--- src/rtl/dlsrch_pkg.sv ---
package dlsrch_pkg;

    localparam int FIELD_W    = 8;
    localparam int COARSE_W   = 3;
    localparam int FINE_W     = 4;
    localparam int COARSE_MAX = 5;
    localparam int FINE_STEPS = 1 << FINE_W;
    localparam int MAX_TRIALS = (COARSE_MAX + 1) * (FINE_STEPS + 1);

    // bit order follows the register field: fine[7:4], enable[3], coarse[2:0]
    typedef struct packed {
        logic [FINE_W-1:0]   fine;
        logic                en;
        logic [COARSE_W-1:0] coarse;
    } dly_field_t;

    typedef enum logic [1:0] {
        ST_IDLE  = 2'd0,
        ST_WRITE = 2'd1,
        ST_TRIAL = 2'd2,
        ST_FIN   = 2'd3
    } srch_st_e;

    function automatic dly_field_t first_of(input logic [COARSE_W-1:0] c);
        dly_field_t f;
        f.fine   = '0;
        f.en     = 1'b0;
        f.coarse = c;
        return f;
    endfunction

endpackage

--- src/rtl/dlsrch_step.sv ---
module dlsrch_step
    import dlsrch_pkg::*;
(
    input  dly_field_t cur,
    output dly_field_t nxt,
    output logic       last
);
    localparam logic [FINE_W-1:0]   FINE_TOP = FINE_W'(FINE_STEPS - 1);
    localparam logic [COARSE_W-1:0] CRS_TOP  = COARSE_W'(COARSE_MAX);

    always_comb begin
        nxt  = cur;
        last = 1'b0;
        if (!cur.en) begin
            nxt.en   = 1'b1;
            nxt.fine = '0;
        end else if (cur.fine != FINE_TOP) begin
            nxt.fine = cur.fine + 1'b1;
        end else if (cur.coarse != CRS_TOP) begin
            nxt = first_of(cur.coarse + 1'b1);
        end else begin
            last = 1'b1;
        end
    end
endmodule

--- src/rtl/dlsrch_merge.sv ---
module dlsrch_merge
    import dlsrch_pkg::*;
#(
    parameter int WORD_W = 32,
    localparam int LANES  = WORD_W / FIELD_W,
    localparam int LANE_W = (LANES > 1) ? $clog2(LANES) : 1
) (
    input  logic [WORD_W-1:0] base_word,
    input  dly_field_t        field,
    input  logic [LANE_W-1:0] lane,
    output logic [WORD_W-1:0] word
);
    for (genvar l = 0; l < LANES; l++) begin : g_lane
        assign word[l*FIELD_W +: FIELD_W] =
            (lane == LANE_W'(l)) ? field : base_word[l*FIELD_W +: FIELD_W];
    end
endmodule

--- src/rtl/dlsrch_top.sv ---
module dlsrch_top
    import dlsrch_pkg::*;
#(
    parameter int WORD_W  = 32,
    parameter int ADDR_W  = 12,
    parameter int CS_W    = 2,
    parameter int DIV_W   = 3,
    parameter int DIV_MIN = 2,
    parameter logic [ADDR_W-1:0] BASE_ADDR = 12'h0C0,
    localparam int LANES  = WORD_W / FIELD_W,
    localparam int LANE_W = (LANES > 1) ? $clog2(LANES) : 1,
    localparam int CNT_W  = $clog2(MAX_TRIALS + 1)
) (
    input  logic               clk,
    input  logic               rst,
    input  logic               start,
    input  logic [DIV_W-1:0]   div_idx,
    input  logic [CS_W-1:0]    cs,
    input  logic [WORD_W-1:0]  tim_word_in,
    output logic               wr_en,
    output logic [ADDR_W-1:0]  wr_addr,
    output logic [WORD_W-1:0]  wr_data,
    output logic               trial_req,
    input  logic               trial_done,
    input  logic               trial_pass,
    output logic               done,
    output logic               done_ok,
    output logic [FIELD_W-1:0] done_field,
    output logic [CNT_W-1:0]   trial_cnt
);
    localparam logic [DIV_W-1:0] DIV_LO = DIV_W'(DIV_MIN);
    localparam logic [DIV_W-1:0] DIV_HI = DIV_W'(DIV_MIN + LANES - 1);

    srch_st_e            st_q;
    logic [CS_W-1:0]     cs_q;
    logic [LANE_W-1:0]   lane_q;
    logic [WORD_W-1:0]   word_q;
    dly_field_t          fld_q;
    dly_field_t          fld_nxt;
    logic                fld_last;
    logic [CNT_W-1:0]    cnt_q;
    logic                ok_q;
    logic                div_ok;

    assign div_ok = (div_idx >= DIV_LO) && (div_idx <= DIV_HI);

    dlsrch_step u_step (
        .cur  (fld_q),
        .nxt  (fld_nxt),
        .last (fld_last)
    );

    dlsrch_merge #(.WORD_W(WORD_W)) u_merge (
        .base_word (word_q),
        .field     (fld_q),
        .lane      (lane_q),
        .word      (wr_data)
    );

    always_ff @(posedge clk) begin
        if (rst) begin
            st_q   <= ST_IDLE;
            cs_q   <= '0;
            lane_q <= '0;
            word_q <= '0;
            fld_q  <= '0;
            cnt_q  <= '0;
            ok_q   <= 1'b0;
        end else begin
            unique case (st_q)
                ST_IDLE: if (start) begin
                    cs_q   <= cs;
                    word_q <= tim_word_in;
                    fld_q  <= first_of('0);
                    cnt_q  <= '0;
                    ok_q   <= 1'b0;
                    if (div_ok) begin
                        lane_q <= LANE_W'(div_idx - DIV_LO);
                        st_q   <= ST_WRITE;
                    end else begin
                        st_q   <= ST_FIN;
                    end
                end
                ST_WRITE: st_q <= ST_TRIAL;
                ST_TRIAL: if (trial_done) begin
                    cnt_q <= cnt_q + 1'b1;
                    if (trial_pass) begin
                        ok_q <= 1'b1;
                        st_q <= ST_FIN;
                    end else if (fld_last) begin
                        st_q <= ST_FIN;
                    end else begin
                        fld_q <= fld_nxt;
                        st_q  <= ST_WRITE;
                    end
                end
                ST_FIN: st_q <= ST_IDLE;
                default: st_q <= ST_IDLE;
            endcase
        end
    end

    assign wr_en      = (st_q == ST_WRITE);
    assign trial_req  = (st_q == ST_TRIAL);
    assign done       = (st_q == ST_FIN);
    assign wr_addr    = BASE_ADDR + ADDR_W'({cs_q, 2'b00});
    assign done_ok    = ok_q;
    assign done_field = fld_q;
    assign trial_cnt  = cnt_q;
endmodule

--- config.mk ---
export PLATFORM = sky130hd
export DESIGN_NAME = dlsrch_top
export DESIGN_NICKNAME = d
export VERILOG_FILES = /design/src/rtl/dlsrch_pkg.sv /design/src/rtl/dlsrch_step.sv /design/src/rtl/dlsrch_merge.sv /design/src/rtl/dlsrch_top.sv
export SDC_FILE = /design/constraint.sdc
export NUM_CORES = 1
export LEC_CHECK = 0
export ABC_CLOCK_PERIOD_IN_PS = 1700
export CORE_ASPECT_RATIO = 1.1
export CORE_UTILIZATION = 44
export DETAILED_ROUTE_END_ITERATION = 10
export HOLD_SLACK_MARGIN = 0.12
export PLACE_DENSITY = 0.9
export SLEW_MARGIN = 40
export SYNTH_ARGS = -nofsm -noshare
export SYNTH_HDL_FRONTEND = slang
export SYNTH_SLANG_ARGS = --single-unit
--- constraint.sdc ---
create_clock -name clk -period 1.7 [get_ports clk]
set_input_delay 0.255 -clock clk [delete_from_list [all_inputs] [get_ports clk]]
set_output_delay 0.255 -clock clk [all_outputs]
set_load 0.05 [all_outputs]
After elaboration in Yosys (flattened, before gate mapping). Cells that the tools add are included.

Register bits after elaboration: 54. Output and inout bits: 63. Word-level logic and storage cells: 75.

Add/sub/neg operators: 5. Magnitude comparators: 2. Equality and inequality tests: 17. Mux-type cells: 30. Reduce and logical (&&, ||, !) cells: 12.

Operators by type and width (number): $mux W8 (9); $pmux W8 S2 (1); $mux W7 (2); $pmux W7 S2 (1); $mux W2 (5); $add A8 B4 Y9 const A (1); $eq A2 B2 Y1 const B (4); $mux W4 (2); $ne A2 B1 Y1 const B (4); $ne A2 B2 Y1 const B (4); $pmux W2 S4 (1); $reduce_and A8 Y1 (1); $add A7 B1 Y7 const B (1); $mux W1 (6); $reduce_and A3 Y1 (2); $reduce_and A6 Y1 (1); $mux W5 (1); $reduce_and A5 Y1 (1); $add A4 B1 Y4 const B (1); $eq A2 B1 Y1 const B (2); $logic_not A2 Y1 (2); $ne A4 B2 Y1 const B (1); $ne A4 B4 Y1 const B (1); $reduce_and A2 Y1 (2); other kinds (10) (10).

Depth between registers and ports, before layout.
Depth in word-level cells: 8. Mapped depth: 5. Gate-level depth less buffers: 5.

Modules after synthesis. From an unflattened synthesis, not the netlist that was laid out.

Cell total of the unflattened synthesis: 319. Area, all modules: 2813.9 sq um.

Modules (own cells, without submodules): dlsrch_top (instances 1, cells each 252, area an instance 2164.6 sq um, sequential area each 1081.0 sq um); dlsrch_merge (instances 1, cells each 38, area an instance 440.4 sq um, sequential area each 0.0 sq um); dlsrch_step (instances 1, cells each 29, area an instance 209.0 sq um, sequential area each 0.0 sq um).

Worst setup path after synthesis. Ideal clock, no wire load.

Path type: reg2out. Start: register fld_q (netlist bit done_field[3]). End: output wr_data[11]. Arrival: 1.999 ns. Slack: -0.554 ns. Stages on the path, launching flop included: 3. Buffers on the path: 0. Cell sequence: dfxtp_1 > inv_1 > o21ai_0.

Cells in the longest elaborated chain, start to end: 1.

RTL lines: start, declared (RTL line dlsrch_top.sv:38) `dly_field_t fld_q;`; start signal, assigned (RTL line dlsrch_top.sv:74) `fld_q <= first_of('0);`; start signal, assigned (RTL line dlsrch_top.sv:93) `fld_q <= fld_nxt;`; $mux W8 (RTL line dlsrch_merge.sv:15) `(lane == LANE_W'(l)) ? field : base_word[l*FIELD_W +: FIELD_W];`; end, declared (RTL line dlsrch_top.sv:22) `output logic [WORD_W-1:0] wr_data,`.

No other way between the ends.

Final worst setup path.
Start: register lane_q[1]. End: output wr_data[10].

Cells in the longest elaborated chain, start to end: 2.

RTL lines: start, declared (RTL line dlsrch_top.sv:36) `logic [LANE_W-1:0] lane_q;`; start signal, assigned (RTL line dlsrch_top.sv:78) `lane_q <= LANE_W'(div_idx - DIV_LO);`; $eq A2 B1 Y1 (RTL line dlsrch_merge.sv:15); $mux W8 (RTL line dlsrch_merge.sv:15).

No other way between the ends.

==> results by group <==
Clock network
  • H-tree Lvls: 2
  • Clk root buf: clkbuf_8
  • Clock Pin Slew Worst Setup and Hold Paths: 0.10 ns
  • CTS tree: done
  • Cts bufs inserted: 5
  • CTS sink cnt: 54
  • Latest clock arrival within the worst-skew pair: 0.31 ns
  • Hold Buf Count CTS: 0
  • Clock buffer depth: 2

Drt
  • Post-DR vias/cell: 5.332
  • Total wire length: 7.968 mm
  • First DRT Iteration DRCs: 133
  • Post-route antenna net violation count: 0
  • WL/cell: 15.84 um
  • First-pass DRT Iterations: 4
  • DRC: 0
  • Vias: 2682

Run
  • Total of max-cap violations: 0

Critical path
  • Crit path max fanout: 6
  • R2R Path End: done_field[0]
  • Cell at the slowest stage of the critical path: dfxtp_4
  • CP Launch Point: lane_q[1]
  • Crit. End Element: output pin
  • CP cell instances: nand2b_4, buf_8, mux2_4, buf_8
  • R2R setup slack: 0.14 ns
  • CP required: 1.44 ns
  • Crit Path Category: flop to output pin
  • WP data arrival: 1.50 ns
  • Worst Setup EP: wr_data[10]
  • Crit-path max cell delay: 0.42 ns
  • Critical path's most frequent cell: buf_8
  • Worst reg-to-reg path cell count: 5
  • Nature of the critical path startpoint: flop
  • R2R Path Start: st_q[1]

STA
  • Actual slew at the worst max-slew pin: 0.6514 ns
  • Hold Vio Cnt, Final: 0
  • Final WS setup: -0.05096 ns
  • Hold_ws: 0.4409 ns
  • Period utilization: 1.030
  • Unrepaired setup endpoints after global routing: yes
  • Finish-stage setup viols: 26
  • Slew HR: 0.5657
  • Max Slew Vio Count: 0
  • Post-route minimum period: 1.751 ns
  • Highest Clock Rate: 571.1 MHz
  • Final Skew: 0.006238 ns

Yosys
  • Main flop type after synthesis: dfxtp_1
  • Mapped Area: 2678 sq um
  • Seq cells post-synth: 54
  • Ys Warns: 0
  • Dominant cell type by area after synthesis: dfxtp_1
  • Post-synth EDFFs: 0
  • Cells after synthesis: 321
  • Sequential share of the synthesized area: 0.4037
  • Synth area leaders: dfxtp_1, mux2_2, nand2_1
  • Yosys cell types: 45
  • Count leader, synth: nand2_1
  • Async SR Flop Fraction: 0
  • Post-Syn Area per Cell: 8.341 sq um
  • Post-synth top cells: nand2_1, dfxtp_1, a21oi_1
  • Synth top area share: 0.4037

GRT
  • Total grt overflow: 0
  • GR Util All Layers: 0.2425
  • Largest net degree at the start of global routing: 37
  • Initial antenna violation count: 0
  • First-pass GRT wire length: 12.43 mm
  • Vias in the first global route: 2618

Cells and area
  • # nets final: 469
  • Multi-input gate area: 1572 sq um
  • Layout area overhead: 57.90%
  • Antenna diodes: 0
  • Sequential cell area: 1095 sq um
  • Finished Cell Area: 4228 sq um
  • Share of cells above drive strength 1: 0.3075
  • Fin cells: 503
  • Post-route core utilization: 0.7282
  • Fill cells: 416

Place
  • I/O Buffers: 94
  • Dpl cell area: 3830 sq um
  • DP Wirelength: 5.439 mm
  • Routability-driven placement congestion ratio: 0.8277
  • Dpl ws: -0.1440 ns
  • Cell count after placement: 493

Power
  • Worst IR Drop VDD: 0.6747 mV
  • Power density cells: 809.1 nW/um^2
  • Leakage power: 1.790 nW

Floorplanning
  • Initial Utilization: 0.4612
  • Core ar.: 5806 sq um
  • Die Wd: 76.38 um
  • Rows: 29
  • IO Count: 105
  • Die Span Y: 83.82 um
  • Total die area: 6402 sq um

Run status
  • Outcome: finished, violations left
  • Failing checks: setup timing

Hold path
  • Hold crit path type: input port to flop
==> how the worst min path moves through the flow <==
| stage | cells past startpoint | start | slack (ns) | end |
|---|---|---|---|---|
| floorplan | 2 | tim_word_in[0] | 0.39 | word_q[0] |
| global placement | 2 | word_q[9] | 0.44 | word_q[9] |
| detailed placement | 2 | word_q[8] | 0.44 | word_q[8] |
| CTS | 2 | rst | 0.45 | st_q[0] |
| global route | 3 | tim_word_in[21] | 0.47 | word_q[21] |
| finish | 2 | rst | 0.44 | st_q[0] |
==> sequential cells by signal, summed over array words and instances, names as in the netlist <==
name / flops
word_q: 32
done_field: 8
trial_cnt: 7
cs_q: 2
lane_q: 2
st_q: 2
done_ok: 1
==> worst max-delay path, delay by kind of cell (launching register included) <==
family / cells / cell delay, ns
buffers and inverters: 2 / 0.28
multiplexers: 1 / 0.32
flip-flops: 1 / 0.42
AND/OR/NAND/NOR: 1 / 0.16
==> placed cells by master (no fill, tap or decap), types with 2 or more instances in the layout <==
cell type / instances
a211oi_1: 3
dfxtp_4: 2
conb_1: 10
mux2_4: 22
clkbuf_8: 5
buf_4: 33
mux2_2: 7
xnor2_1: 3
nand2b_4: 2
ha_1: 2
nor3_1: 3
dfxtp_1: 47
inv_1: 2
o21ai_0: 6
nor3b_1: 2
or3_1: 3
nand2b_1: 3
o21ai_1: 2
nand3b_1: 3
buf_12: 18
clkdlybuf4s50_1: 40
nand4b_1: 4
buf_8: 13
mux2i_1: 2
nand2_1: 77
a21oi_1: 42
buf_6: 12
nand3_1: 5
dfxtp_2: 5
clkinvlp_4: 2
nor2_1: 17
==> logic make-up (layout without fill, tap and decap cells) <==
kind of cell | count (synthesis) | after routing | synth area share
AO/OA/AOI/OAI | 63 | 63 | 0.1318
adder cells (fa/ha/maj) | 2 | 2 | 0.009344
buffers and inverters | 30 | 127 | 0.06542
flip-flops | 54 | 54 | 0.4037
AND/OR/NAND/NOR | 135 | 135 | 0.2444
multiplexers | 31 | 31 | 0.1294
XOR/XNOR | 4 | 4 | 0.01309
other | 2 | 10 | 0.002805
==> area by class of cell <==
class	instances	share of cell area
Clock inverter	3	0.01065
Clock buffer	5	0.01628
Timing Repair Buffer	117	0.3178
Multi-Input combinational cell	245	0.3717
Inverter	2	0.001776
Tap cell	77	0.02279
Sequential cell	54	0.2590
==> metrics by stage <==
stage / total power, mW / setup TNS [ns]
after global placement: 2.429 / -0.7594
final: 3.421 / -0.4721
after global routing: 3.551 / -1.376
after CTS: 3.409 / -0.3565
after detailed placement: 2.450 / -1.455
after floorplan: 2.053 / -0.5499
==> power by group <==
part           switching, mW  leakage [nW]  internal (mW)  total [mW]
clock network          0.449        0.0504          0.439       0.888
logic                  0.633          1.30          0.498        1.13
registers             0.0591         0.445           1.34        1.40
==> timing repair <==
item,4_1_cts,5_1_grt
endpoints found under the setup margin,31,30
cloned,1,0
gates resized for setup,63,12
buffers inserted,1,0
==> routing by layer <==
metal,global-route usage,up-vias,part of all wire
li1,-,1279,-
met1,0.2876,1277,0.39
met2,0.4414,109,0.53
met3,0.03497,17,0.056
met4,0.08566,0,0.024
met5,0,-,0
No activity file was read; power rests on OpenSTA's default activity.
